$ cat config.mk
export PLATFORM = sky130hd
export DESIGN_NAME = phantom_rtc
export DESIGN_NICKNAME = d
export VERILOG_FILES = /design/src/rtl/phantom_rtc_pkg.sv /design/src/rtl/phrtc_key_match.sv /design/src/rtl/phrtc_xfer_ctrl.sv /design/src/rtl/phrtc_regfile.sv /design/src/rtl/phantom_rtc.sv
export SDC_FILE = /design/constraint.sdc
export NUM_CORES = 1
export LEC_CHECK = 0
export BUFFER_PORTS_ARGS = -buffer_cell sky130_fd_sc_hd__buf_4
export CAP_MARGIN = 0
export CORE_ASPECT_RATIO = 0.7
export CORE_MARGIN = 2
export CORE_UTILIZATION = 33
export CTS_CLUSTER_SIZE = 24
export DETAILED_ROUTE_END_ITERATION = 8
export GPL_TIMING_DRIVEN = 0
export SETUP_SLACK_MARGIN = 0.05
export SYNTH_ARGS = -nofsm -noshare
export SYNTH_HDL_FRONTEND = slang
export SYNTH_SLANG_ARGS = --single-unit
$ cat constraint.sdc
create_clock -name clk_i -period 2.75 [get_ports clk_i]
set_input_delay 0.1375 -clock clk_i [delete_from_list [all_inputs] [get_ports clk_i]]
set_output_delay 0.1375 -clock clk_i [all_outputs]
set_load 0.005 [all_outputs]
$ cat src/rtl/phantom_rtc_pkg.sv
package phantom_rtc_pkg;
  typedef enum logic [1:0] {
    ST_LOCKED = 2'd0,
    ST_ARMED  = 2'd1,
    ST_READ   = 2'd2,
    ST_WRITE  = 2'd3
  } xfer_state_e;

  localparam int unsigned ADDR_DIN_BIT = 0;
  localparam int unsigned ADDR_WRN_BIT = 2;
endpackage

$ cat src/rtl/phrtc_key_match.sv
module phrtc_key_match #(
  parameter int unsigned   KEY_W = 64,
  parameter logic [KEY_W-1:0] KEY = '0
) (
  input  logic clk_i,
  input  logic rst_ni,
  input  logic en_i,
  input  logic acc_i,
  input  logic wr_i,
  input  logic bit_i,
  output logic hit_o
);
  localparam int unsigned PTR_W = (KEY_W > 1) ? $clog2(KEY_W) : 1;
  localparam logic [PTR_W-1:0] LAST = PTR_W'(KEY_W - 1);

  logic [PTR_W-1:0] ptr_q;
  logic             bit_ok;

  assign bit_ok = (bit_i == KEY[ptr_q]);
  assign hit_o  = en_i && acc_i && wr_i && bit_ok && (ptr_q == LAST);

  always_ff @(posedge clk_i or negedge rst_ni) begin
    if (!rst_ni)                     ptr_q <= '0;
    else if (!en_i)                  ptr_q <= '0;
    else if (acc_i) begin
      if (!wr_i || !bit_ok)          ptr_q <= '0;
      else if (ptr_q == LAST)        ptr_q <= '0;
      else                           ptr_q <= ptr_q + PTR_W'(1);
    end
  end

  p_read_clears_ptr_r3: assert property (@(posedge clk_i) disable iff (!rst_ni)
    en_i && acc_i && !wr_i |=> ptr_q == '0);
  p_mismatch_clears_r4: assert property (@(posedge clk_i) disable iff (!rst_ni)
    en_i && acc_i && wr_i && (bit_i != KEY[ptr_q]) |=> ptr_q == '0);
  p_idle_holds_ptr_r2: assert property (@(posedge clk_i) disable iff (!rst_ni)
    en_i && !acc_i && $past(en_i) |=> $stable(ptr_q));
endmodule

$ cat src/rtl/phrtc_xfer_ctrl.sv
module phrtc_xfer_ctrl
  import phantom_rtc_pkg::*;
#(
  parameter int unsigned NBITS = 64
) (
  input  logic                     clk_i,
  input  logic                     rst_ni,
  input  logic                     acc_i,
  input  logic                     wr_i,
  input  logic                     hit_i,
  output xfer_state_e              state_o,
  output logic [$clog2(NBITS)-1:0] idx_o,
  output logic                     rd_bit_o,
  output logic                     wr_bit_o,
  output logic                     commit_o
);
  localparam int unsigned CNT_W = $clog2(NBITS);
  localparam logic [CNT_W-1:0] LAST = CNT_W'(NBITS - 1);

  xfer_state_e      state_q;
  logic [CNT_W-1:0] cnt_q;

  assign state_o  = state_q;
  assign idx_o    = cnt_q;
  assign rd_bit_o = acc_i && !wr_i && (state_q == ST_ARMED || state_q == ST_READ);
  assign wr_bit_o = acc_i &&  wr_i && (state_q == ST_ARMED || state_q == ST_WRITE);
  assign commit_o = acc_i &&  wr_i && (state_q == ST_WRITE) && (cnt_q == LAST);

  always_ff @(posedge clk_i or negedge rst_ni) begin
    if (!rst_ni) begin
      state_q <= ST_LOCKED;
      cnt_q   <= '0;
    end else begin
      unique case (state_q)
        ST_LOCKED: begin
          cnt_q <= '0;
          if (hit_i) state_q <= ST_ARMED;
        end
        ST_ARMED: if (acc_i) begin
          state_q <= wr_i ? ST_WRITE : ST_READ;
          cnt_q   <= CNT_W'(1);
        end
        ST_READ, ST_WRITE: if (acc_i) begin
          // opposite-direction access aborts; last bit relocks
          if (wr_i != (state_q == ST_WRITE) || cnt_q == LAST) begin
            state_q <= ST_LOCKED;
            cnt_q   <= '0;
          end else begin
            cnt_q <= cnt_q + CNT_W'(1);
          end
        end
        default: state_q <= ST_LOCKED;
      endcase
    end
  end

  p_relock_after_last_r7: assert property (@(posedge clk_i) disable iff (!rst_ni)
    acc_i && (state_q == ST_READ || state_q == ST_WRITE) && cnt_q == LAST |=> state_q == ST_LOCKED);
  p_abort_read_r8: assert property (@(posedge clk_i) disable iff (!rst_ni)
    state_q == ST_READ && acc_i && wr_i |=> state_q == ST_LOCKED);
  p_abort_write_r8: assert property (@(posedge clk_i) disable iff (!rst_ni)
    state_q == ST_WRITE && acc_i && !wr_i |=> state_q == ST_LOCKED);
  p_unlock_arms_r4: assert property (@(posedge clk_i) disable iff (!rst_ni)
    state_q == ST_LOCKED && hit_i |=> state_q == ST_ARMED);
endmodule

$ cat src/rtl/phrtc_regfile.sv
module phrtc_regfile #(
  parameter int unsigned      NBITS       = 64,
  parameter logic [NBITS-1:0] RESET_VALUE = '0
) (
  input  logic                     clk_i,
  input  logic                     rst_ni,
  input  logic                     wr_bit_i,
  input  logic                     commit_i,
  input  logic [$clog2(NBITS)-1:0] idx_i,
  input  logic                     din_i,
  output logic [NBITS-1:0]         regs_o,
  output logic                     rd_bit_o
);
  logic [NBITS-1:0] regs_q, shadow_q, shadow_d;

  always_comb begin
    shadow_d        = shadow_q;
    shadow_d[idx_i] = din_i;
  end

  always_ff @(posedge clk_i or negedge rst_ni) begin
    if (!rst_ni) begin
      regs_q   <= RESET_VALUE;
      shadow_q <= '0;
    end else begin
      if (wr_bit_i) shadow_q <= shadow_d;
      if (commit_i) regs_q   <= shadow_d;
    end
  end

  assign regs_o   = regs_q;
  assign rd_bit_o = regs_q[idx_i];

  p_regs_only_on_commit_r6: assert property (@(posedge clk_i) disable iff (!rst_ni)
    !commit_i |=> $stable(regs_q));
endmodule

$ cat src/rtl/phantom_rtc.sv
module phantom_rtc
  import phantom_rtc_pkg::*;
#(
  parameter int unsigned             ADDR_W      = 3,
  parameter int unsigned             DATA_W      = 8,
  parameter int unsigned             NBYTES      = 8,
  parameter logic [8*NBYTES-1:0]     KEY         = 64'h5CA3_3AC5_5CA3_3AC5,
  parameter logic [8*NBYTES-1:0]     RESET_VALUE = '0
) (
  input  logic                  clk_i,
  input  logic                  rst_ni,
  input  logic                  acc_i,
  input  logic [ADDR_W-1:0]     addr_i,
  input  logic [DATA_W-1:0]     mem_data_i,
  output logic [DATA_W-1:0]     data_o,
  output logic [8*NBYTES-1:0]   regs_o
);
  localparam int unsigned NBITS = 8 * NBYTES;
  localparam int unsigned CNT_W = $clog2(NBITS);

  xfer_state_e      state;
  logic             is_wr, din, hit, rd_bit, wr_bit, commit, clk_bit;
  logic [CNT_W-1:0] idx;

  assign is_wr = !addr_i[ADDR_WRN_BIT];
  assign din   = addr_i[ADDR_DIN_BIT];

  phrtc_key_match #(.KEY_W(NBITS), .KEY(KEY)) u_match (
    .clk_i (clk_i), .rst_ni(rst_ni), .en_i(state == ST_LOCKED),
    .acc_i (acc_i), .wr_i  (is_wr),  .bit_i(din), .hit_o(hit)
  );

  phrtc_xfer_ctrl #(.NBITS(NBITS)) u_ctrl (
    .clk_i   (clk_i),  .rst_ni  (rst_ni), .acc_i   (acc_i),
    .wr_i    (is_wr),  .hit_i   (hit),    .state_o (state),
    .idx_o   (idx),    .rd_bit_o(rd_bit), .wr_bit_o(wr_bit),
    .commit_o(commit)
  );

  phrtc_regfile #(.NBITS(NBITS), .RESET_VALUE(RESET_VALUE)) u_regs (
    .clk_i   (clk_i),  .rst_ni  (rst_ni), .wr_bit_i(wr_bit),
    .commit_i(commit), .idx_i   (idx),    .din_i   (din),
    .regs_o  (regs_o), .rd_bit_o(clk_bit)
  );

  always_comb begin
    data_o = mem_data_i;
    if (rd_bit) data_o[0] = clk_bit;
  end

  p_locked_passthru_r1: assert property (@(posedge clk_i) disable iff (!rst_ni)
    state == ST_LOCKED |-> data_o == mem_data_i);
  p_upper_bits_kept_r5: assert property (@(posedge clk_i) disable iff (!rst_ni)
    data_o[DATA_W-1:1] == mem_data_i[DATA_W-1:1]);
endmodule

### After elaboration in Yosys (flattened, before gate mapping)

Memories as Yosys holds them, arrays and structs flattened.
Cells that the tools add are included.

| storage, ports and cells | value |
|---|---|
| bits in registers | 142 |
| memory bits (read-only) | 64 |
| output and inout bits | 72 |
| memories kept | 1 |

| cells by class | value |
|---|---|
| add/subtract/negate cells | 2 |
| $lt $le $gt $ge | 3 |
| equality and inequality tests | 12 |
| multiplexer cells | 21 |
| reductions and logical operators | 21 |

Memories:

| name | depth | width | rd ports | clocked after memory_dff | write ports | RTL line | RTL |
|---|---|---|---|---|---|---|---|
| (no name shown) | 64 | 1 | 1 | 0 | 0 | phrtc_key_match.sv:19 | `assign bit_ok = (bit_i == KEY[ptr_q]);` |

Operators by type and width:

| operator | count |
|---|---|
| $bwmux W64 | 1 |
| $mux W6 | 7 |
| $pmux W6 S3 | 1 |
| $lt A6 B7 Y1 const B | 2 |
| $add A6 B1 Y6 const B | 2 |
| $eq A6 B6 Y1 const B | 2 |
| $logic_and A1 B1 Y1 | 11 |
| $mux W2 | 4 |
| $ne A2 B2 Y1 const B | 4 |
| $bmux W1 S6 | 1 |
| $demux W1 S6 | 1 |
| $ge A6 B1 Y1 const B | 1 |
| $pmux W2 S3 | 1 |
| $mux W1 | 5 |
| $eq A2 B2 Y1 const B | 2 |
| $logic_or A1 B1 Y1 | 4 |
| $reduce_and A4 Y1 | 1 |
| $eq A2 B1 Y1 const B | 1 |
| $logic_not A1 Y1 | 2 |
| $logic_not A2 Y1 | 1 |
| $ne A2 B1 Y1 const B | 1 |
| $reduce_and A2 Y1 | 1 |
| $reduce_or A2 Y1 | 1 |
| $eq A1 B1 Y1 | 1 |
| $ne A1 B1 Y1 | 1 |

### Logic depth before layout (Yosys ltp)

Gate-level depths: netlist (run 1).

| depth | value |
|---|---|
| depth after elaboration | 8 |
| depth in mapped cells | 8 |

### By module

A second synthesis (run 1) with hierarchy kept.

| unflattened totals | value |
|---|---|
| cells, all modules | 814 |
| area, all modules | 7858.8 sq um |

By module, submodules not included:

| module | times used | cells each | area each (sq um) | seq. area each (sq um) |
|---|---|---|---|---|
| phrtc_regfile | 1 | 691 | 6762.7 | 3203.1 |
| phrtc_xfer_ctrl | 1 | 62 | 564.3 | 200.2 |
| phrtc_key_match | 1 | 51 | 456.7 | 150.1 |
| phantom_rtc | 1 | 10 | 75.1 | 0.0 |

### Least setup slack after synthesis (run 1)

OpenSTA, ideal clock, no wires.

| timing path | value |
|---|---|
| path type | register to register |
| start | register u_ctrl.state_q[0], in the netlist u_ctrl.state_o[0] |
| end | register u_ctrl.state_q[1], in the netlist u_ctrl.state_o[1] |
| setup time | 0.125 ns |
| arrival | 1.859 ns |
| setup slack | 0.766 ns |
| stages on the path, launching flop included | 8 |
| buffers on the path | 1 |
| cell sequence | dfrtp_1 ha_1 nor3_1 or2_2 clkbuf_1 nand2_1 a21oi_1 mux2_2 |

| between the ends | value |
|---|---|
| word-level cells in the longest chain between the ends | 7 |
| elaborated cells on any way between the ends | 17 |
| classes of those cells | eq/ne: 8; mux: 1; reduce/logical: 8 |

RTL lines:

| what | RTL line | RTL |
|---|---|---|
| from (decl) | phrtc_xfer_ctrl.sv:20 | `xfer_state_e state_q;` |
| from (signal assigned) | phrtc_xfer_ctrl.sv:40 | `state_q <= wr_i ? ST_WRITE : ST_READ;` |
| $logic_not A2 Y1 | phrtc_xfer_ctrl.sv:34, phantom_rtc.sv:29 |  |
| $logic_and A1 B1 Y1 (4 in a row) | phrtc_key_match.sv:20 | `assign hit_o = en_i && acc_i && wr_i && bit_ok && (ptr_q == LAST);` |
| $ne A2 B2 Y1 (no source line) | -- |  |
| $reduce_and A4 Y1 (no source line) | -- |  |

Several ways; a longest one is shown, not always the timed one.
A chain may end at the register's enable or synchronous reset.

### Final worst setup path (run 1)

| timing path | value |
|---|---|
| start | register u_ctrl.cnt_q[2], in the netlist u_ctrl.idx_o[2] |
| end | output port data_o[0] |

| between the ends | value |
|---|---|
| word-level cells in the longest chain between the ends | 3 |

RTL lines:

| what | RTL line | RTL |
|---|---|---|
| from (decl) | phrtc_xfer_ctrl.sv:21 | `logic [CNT_W-1:0] cnt_q;` |
| from (signal assigned) | phrtc_xfer_ctrl.sv:49 | `cnt_q <= cnt_q + CNT_W'(1);` |
| $bmux W1 S6 | phrtc_regfile.sv:32 | `assign rd_bit_o = regs_q[idx_i];` |
| $mux W1 (not written as such) | phrtc_regfile.sv:32 |  |
| $mux W1 | phantom_rtc.sv:48 | `if (rd_bit) data_o[0] = clk_bit;` |
| to (decl) | phantom_rtc.sv:15 | `output logic [DATA_W-1:0] data_o,` |

Every way passes these cells. The select of a mux whose other input is x is not followed.

==> results.toml, run 1 <==
[layout]
drive_above_1_share = 0.270
multi_input_area_sq_um = 3660
antenna_cells = 0
stdcell_count = 1196
utilization = 0.408
area_growth_syn_to_layout_pct = 22.4
regArea_sq_um = 3550
fill_cells = 2216
nets = 891

[floorplanning]
coreArea_sq_um = 22500
fp.dieH_um = 130
num_rows = 46
start_util = 0.333
chipWidth_um = 184
ios = 86
die-area_sq_um = 24000

[cts]
cts_max_level = 4
cts_root_buffer = "clkbuf_16"
clock_latency_ns = 0.44
cts.sinks = 142
clockBufferDepth = 2
cts_tree = "done"
cts.reportedPaths.clkPinSlew_ns = 0.06
numCtsBuffers = 17

[worst_setup_path]
crit_top_cell = "buf_4"
path_class = "register to output port"
worst_path_largest_cell_delay_ns = 0.50
end_kind = "output port"
cpMaxStageDelayCell = "a222oi_1"
cp_top_family = "compound AO/OA/AOI/OAI gates"
worst_ep_arrival_time_ns = 2.76
cp.buffers_inverters = 3
rr_startpoint = "u_ctrl.idx_o[2]"
crit_path_end = "data_o[0]"
cp.required_ns = 2.61
r2r-end = "u_regs.shadow_q[62]"
cp_max_fo = 9
critPathLaunch = "u_ctrl.idx_o[2]"
r2r_cells = 7
cp_num_cells = 8
critical_path.cell_chain = "buf_4 -> and2_1 -> buf_2 -> nor2b_1 -> a222oi_1 -> o22ai_1 -> o32a_1 -> buf_4"
start_kind = "register"
ff2ff_setup_slack_ns = 0.10

[hold_path]
hold_class = "input port to register"

[outcome]
outcome = "finished with violations"
violations = "negative setup slack"

[synthesis]
synth_flop_cell = "dfrtp_1"
synth_common_cells = "nor2_1 (171), dfrtp_1 (142), mux2_2 (72)"
synth_area_leader_cell = "dfrtp_1"
syn_avg_cell_area_sq_um = 9.74
ys_top_cells_by_area = "dfrtp_1 (47%), mux2_2 (11%), mux2i_1 (9.3%)"
synth_top_area_frac = 0.474
synth-edff-count = 0
synth.cell_area_sq_um = 7500
async_flop_share = 1.00
syn_inst = 770
synth.most_common_cell = "nor2_1"
ys_warn_count = 0
syn-num-nets = 790
synth_seq_cells = 142
ys_seq_area_frac = 0.474
synthDistinctLibCells = 51

[timing]
setup_viol = 1
skew_ns = 0.0155
maxSlewViolCount = 0
fin_hold_ws_ns = 0.0915
post-route-min-period_ns = 2.90
maxSlewHeadroom = 0.449
tns_ns = -0.151
rsz0062_at_grt = "true"
tightest_slew_ns = 0.827
layout_setup_ws_ns = -0.151
period_share = 1.06
clock.fmax_ghz = 0.345
hold_viol_final = 0

[drt]
routed_via_density = 5.20
wire_per_inst_um = 20.3
drt_iter0_markers = 513
wl_um = 24200
routed-via-count = 6225
first_pass_iters = 5
drc_errors = 0
ant_nets = 0

[placed_design]
gp_congestion = 0.883
io_buffer_count = 77
post-dp-hpwl_um = 16500
dpl.cell_count = 1160

[grt]
grt_max_degree = 91
grt_pass1_vias = 5917
gr-total-overflow = 0
antenna_found_initial = 1
track_usage = 0.205
grt_pass1_wl_um = 36100

[pwr]
ir_drop_v = 0.000441
powerDensity_nw_per_um2 = 632
leakage_nw = 4.34
power_mw = 5.80

[run]
drv_cap = 0
-- worst min-delay path by stage --
stage                        startpoint                 to  cells past startpoint
after floorplan                  rst_ni    u_ctrl.idx_o[0]                      0
after global placement    mem_data_i[3]          data_o[3]                      2
after detailed placement         rst_ni  u_regs.regs_o[61]                      1
after CTS                         acc_i   u_match.ptr_q[0]                      4
after global routing              acc_i   u_match.ptr_q[5]                      4
final                             acc_i   u_match.ptr_q[0]                      4
-- metrics by stage --
stage | cell area [sq um] | worst slack (ns)
floorplan | 7500 | 0.766
global placement | 8470 | -0.259
detailed placement | 8500 | -0.195
CTS | 9170 | -0.104
global route | 9180 | -0.221
finish | 9180 | -0.151
-- power breakdown --
part / total (mW) / internal (mW) / leakage [nW] / switching, mW
logic: 1.37 / 0.479 / 2.10 / 0.893
registers: 2.21 / 2.16 / 1.97 / 0.0518
clock network: 2.22 / 1.27 / 0.269 / 0.950
-- repair_timing --
action,CTS,global route
gates cloned,0,0
hold buffers,1,0
pin swaps,3,0
endpoints found under the hold margin,52,0
setup endpoints to repair,25,9
buffers inserted,3,0
gates resized for setup,20,3
-- worst min-delay path, stage by stage --
cell     delay, ns
buf_4         0.10
nor2b_1       0.09
nand2_1       0.08
o21ai_0       0.07
-- cell type report --
type / instances / share of cell area
inverter: 4 / 0.00164
clock inverter: 13 / 0.0127
tap: 312 / 0.0425
timing repair buffer: 82 / 0.0699
buffer: 68 / 0.0397
clock buffer: 19 / 0.0482
multi-input combinational: 556 / 0.398
sequential: 142 / 0.387
-- registers in the layout, indices dropped and copies added, names as in the netlist --
register         flops
u_ctrl.state_o       2
u_regs.shadow_q     64
u_ctrl.idx_o         6
u_match.ptr_q        6
u_regs.regs_o       64
-- logic make-up (layout without fill, tap and decap cells) --
logic type                 Yosys count  after routing  synth area share
AOI/OAI and AO/OA                  120            120            0.0954
xor gates and xnor gates             8              8           0.00934
adders and majority gates            6              6            0.0100
buffers and inverters               72            186            0.0455
DFF                                142            142             0.474
muxes                              145            145             0.210
and+or+nand+nor                    277            277             0.156
-- per-layer routing --
layer	track usage	vias to the layer above	routed length (um)
met3	0.0645	19	2030
met1	0.300	3107	11800
met4	0.0409	0	242
met2	0.296	250	10200
met5	0	-	0
li1	-	2849	-
-- placed cells by master, fill, tap and decap left out, types with 3 or more instances in the layout --
cell type / netlist / routed
mux2_2: 72 / 72
a22oi_1: 7 / 6
buf_2: 30 / 24
o21ai_0: 14 / 14
clkinv_4: 0 / 4
nor2b_1: 9 / 9
a221oi_2: 1 / 3
clkbuf_16: 0 / 17
nand2_1: 51 / 50
nand4_1: 4 / 4
and3_1: 8 / 8
ha_1: 6 / 6
nand3_1: 14 / 14
clkinvlp_4: 0 / 3
nor2_1: 171 / 170
nand2b_1: 3 / 3
mux2i_1: 70 / 70
inv_1: 4 / 4
dfrtp_1: 142 / 142
clkinv_2: 0 / 4
buf_4: 7 / 90
a31oi_1: 11 / 11
xor2_1: 6 / 6
a21oi_1: 65 / 64
clkbuf_1: 29 / 29
or2_2: 3 / 3
and2_1: 3 / 3
No activity file was read; power rests on OpenSTA's default activity.
==> run 2, diff against run 1 <==
--- a/config.mk
+++ b/config.mk
@@ -13,6 +13,7 @@
 export CTS_CLUSTER_SIZE = 24
 export DETAILED_ROUTE_END_ITERATION = 8
 export GPL_TIMING_DRIVEN = 0
+export PLACE_DENSITY_LB_ADDON = 0.05
 export SETUP_SLACK_MARGIN = 0.05
 export SYNTH_ARGS = -nofsm -noshare
 export SYNTH_HDL_FRONTEND = slang
==> run 2 against run 1 <==
Effect of this change:
- the run still ends with negative setup slack left
- non-clock buffer count grew 1
- setup slack worse by 0.046 ns
- sequential share of layout area is 0.69 points lower
- design area rose by 1.8%
- total power grew 8.1%
- clock power is 14% higher
- wire length increased by 8.8%
- final cell count barely moved
==> results.toml, run 2 (same netlist as run 1, synthesis figures left out) <==
[worst_setup_path]
cp.buffers_inverters = 2
end_kind = "output port"
path_class = "register to output port"
ff2ff_setup_slack_ns = 0.18
cp_top_family = "compound AO/OA/AOI/OAI gates"
cp_num_cells = 7
critPathLaunch = "u_ctrl.idx_o[0]"
rr_startpoint = "u_ctrl.state_o[1]"
cp.required_ns = 2.61
worst_path_largest_cell_delay_ns = 0.51
crit_path_end = "data_o[0]"
critical_path.cell_chain = "buf_12 -> mux2_4 -> a221o_1 -> a222oi_1 -> o22ai_1 -> o32a_1 -> buf_4"
r2r_cells = 6
cp_max_fo = 4
worst_ep_arrival_time_ns = 2.81
r2r-end = "u_regs.shadow_q[51]"
cpMaxStageDelayCell = "a222oi_1"
start_kind = "register"

[hold_path]
holdCritStartpoint = "acc_i"
hold_class = "input port to register"

[layout]
multi_input_area_sq_um = 3690
fill_cells = 2198
nets = 892
layout_commonest_cell = "nor2_1"
layout_common_cells = "nor2_1 (170), dfrtp_1 (142), buf_4 (90), mux2_2 (72), mux2i_1 (70)"
regArea_sq_um = 3550
antenna_cells = 0
area_growth_syn_to_layout_pct = 24.6
drive_above_1_share = 0.275

[floorplanning]
start_util = 0.333
die-area_sq_um = 24000
coreArea_sq_um = 22500
chipWidth_um = 184
ios = 86
num_rows = 46
fp.dieH_um = 130

[pwr]
power_mw = 6.27
ir_drop_v = 0.000422
leakage_nw = 4.39
powerDensity_nw_per_um2 = 671

[drt]
routed-via-count = 6261
wl_met2_um = 11200
drt-met1-wl_um = 13100
drc_errors = 0
maxUsedRoutingLayer = "met4"
first_pass_iters = 5
drt_iter0_markers = 428
wl_met3_um = 1670
wire_per_inst_um = 22.0
routed_via_density = 5.23
wl_um = 26400
ant_nets = 0

[cts]
clockBufferDepth = 2
cts.reportedPaths.clkPinSlew_ns = 0.07
cts_root_buffer = "clkbuf_16"
clock_latency_ns = 0.42
cts.sinks = 142
numCtsBuffers = 17
cts_max_level = 4
cts_tree = "done"

[timing]
skew_ns = 0.0142
maxSlewHeadroom = 0.392
rsz0062_at_grt = "true"
setup_viol = 1
post-route-min-period_ns = 2.95
tightest_slew_ns = 0.912
clock.fmax_ghz = 0.339
layout_setup_ws_ns = -0.197
hold_viol_final = 0
maxSlewViolCount = 0
tns_ns = -0.197
period_share = 1.07

[placed_design]
io_buffer_count = 77
gp_congestion = 0.795
post-dp-hpwl_um = 17900

[grt]
grt_pass1_wl_um = 39100
antenna_found_initial = 1
grt_pass1_vias = 6203
grt_max_degree = 95
gr-total-overflow = 0
track_usage = 0.226

[run]
drv_cap = 0

[outcome]
violations = "negative setup slack"
outcome = "finished with violations"
run 2: cell count changes in the layout (fill, tap and decap cells not counted), sizes merged:
cell,before,now
inv,5,6
clkinvlp,3,4
clkbuf,49,50
clkinv,8,2
buf,119,120
bufinv,1,4
run 2: how the worst min path moves through the flow:
| stage | slack [ns] | depth (start not counted) | end |
|---|---|---|---|
| after CTS | 0.09 | 4 | u_match.ptr_q[5] |
| after floorplan | -0.16 | 0 | u_ctrl.idx_o[0] |
| after global placement | 0.44 | 2 | data_o[2] |
| after detailed placement | 0.12 | 1 | u_regs.shadow_q[14] |
| after global routing | 0.10 | 4 | u_match.ptr_q[5] |
| final | 0.10 | 4 | u_match.ptr_q[5] |
run 2: through the flow:
stage / hold slack, ns / utilization / cells / area (sq um) / setup slack [ns]
2_1_floorplan: -0.158 / - / 770 / 7500 / 0.766
3_3_place_gp: 0.443 / 0.376 / 1159 / 8470 / -0.453
3_5_place_dp: 0.120 / 0.378 / 1160 / 8500 / -0.408
4_1_cts: 0.0934 / 0.413 / 1195 / 9290 / -0.126
5_1_grt: 0.103 / 0.415 / 1197 / 9350 / -0.189
6_report: 0.101 / 0.415 / 1197 / 9350 / -0.197
run 2: layout make-up:
type                    count  area share
multi-input cells         556       0.395
flip-flops and latches    142       0.380
repair buffers             83      0.0735
clock buffers              20      0.0478
well taps                 312      0.0418
plain buffers              68      0.0404
clock inverters            12      0.0198
inverters                   4     0.00161
run 2: routing by layer:
layer / global-route usage / vias to the layer above
li1: - / 2863
met1: 0.326 / 3157
met2: 0.334 / 213
met3: 0.0594 / 28
met4: 0.0649 / 0
met5: 0 / -
run 2: what timing repair did:
action	in CTS	in global routing
pin swaps	5	3
cloned	0	0
setup endpoints to repair	39	12
buffers inserted	2	2
hold endpoints to repair	48	0
hold buffers	1	0
resized for setup	26	9
run 2: worst reg2reg max path, cell delays in order, from the launching register on:
cell and delay, ns:
dfrtp_1 0.41, inv_1 0.12, ha_1 0.24, o21a_1 0.31, nand3_1 0.67, nor2_1 0.34
mux2_2 0.37
run 2: power by group:
group	internal, mW	total (mW)	switching (mW)
Combinational	0.572	1.55	0.977
Clock	1.55	2.52	0.965
Sequential	2.16	2.20	0.0477
Total	4.28	6.27	1.99
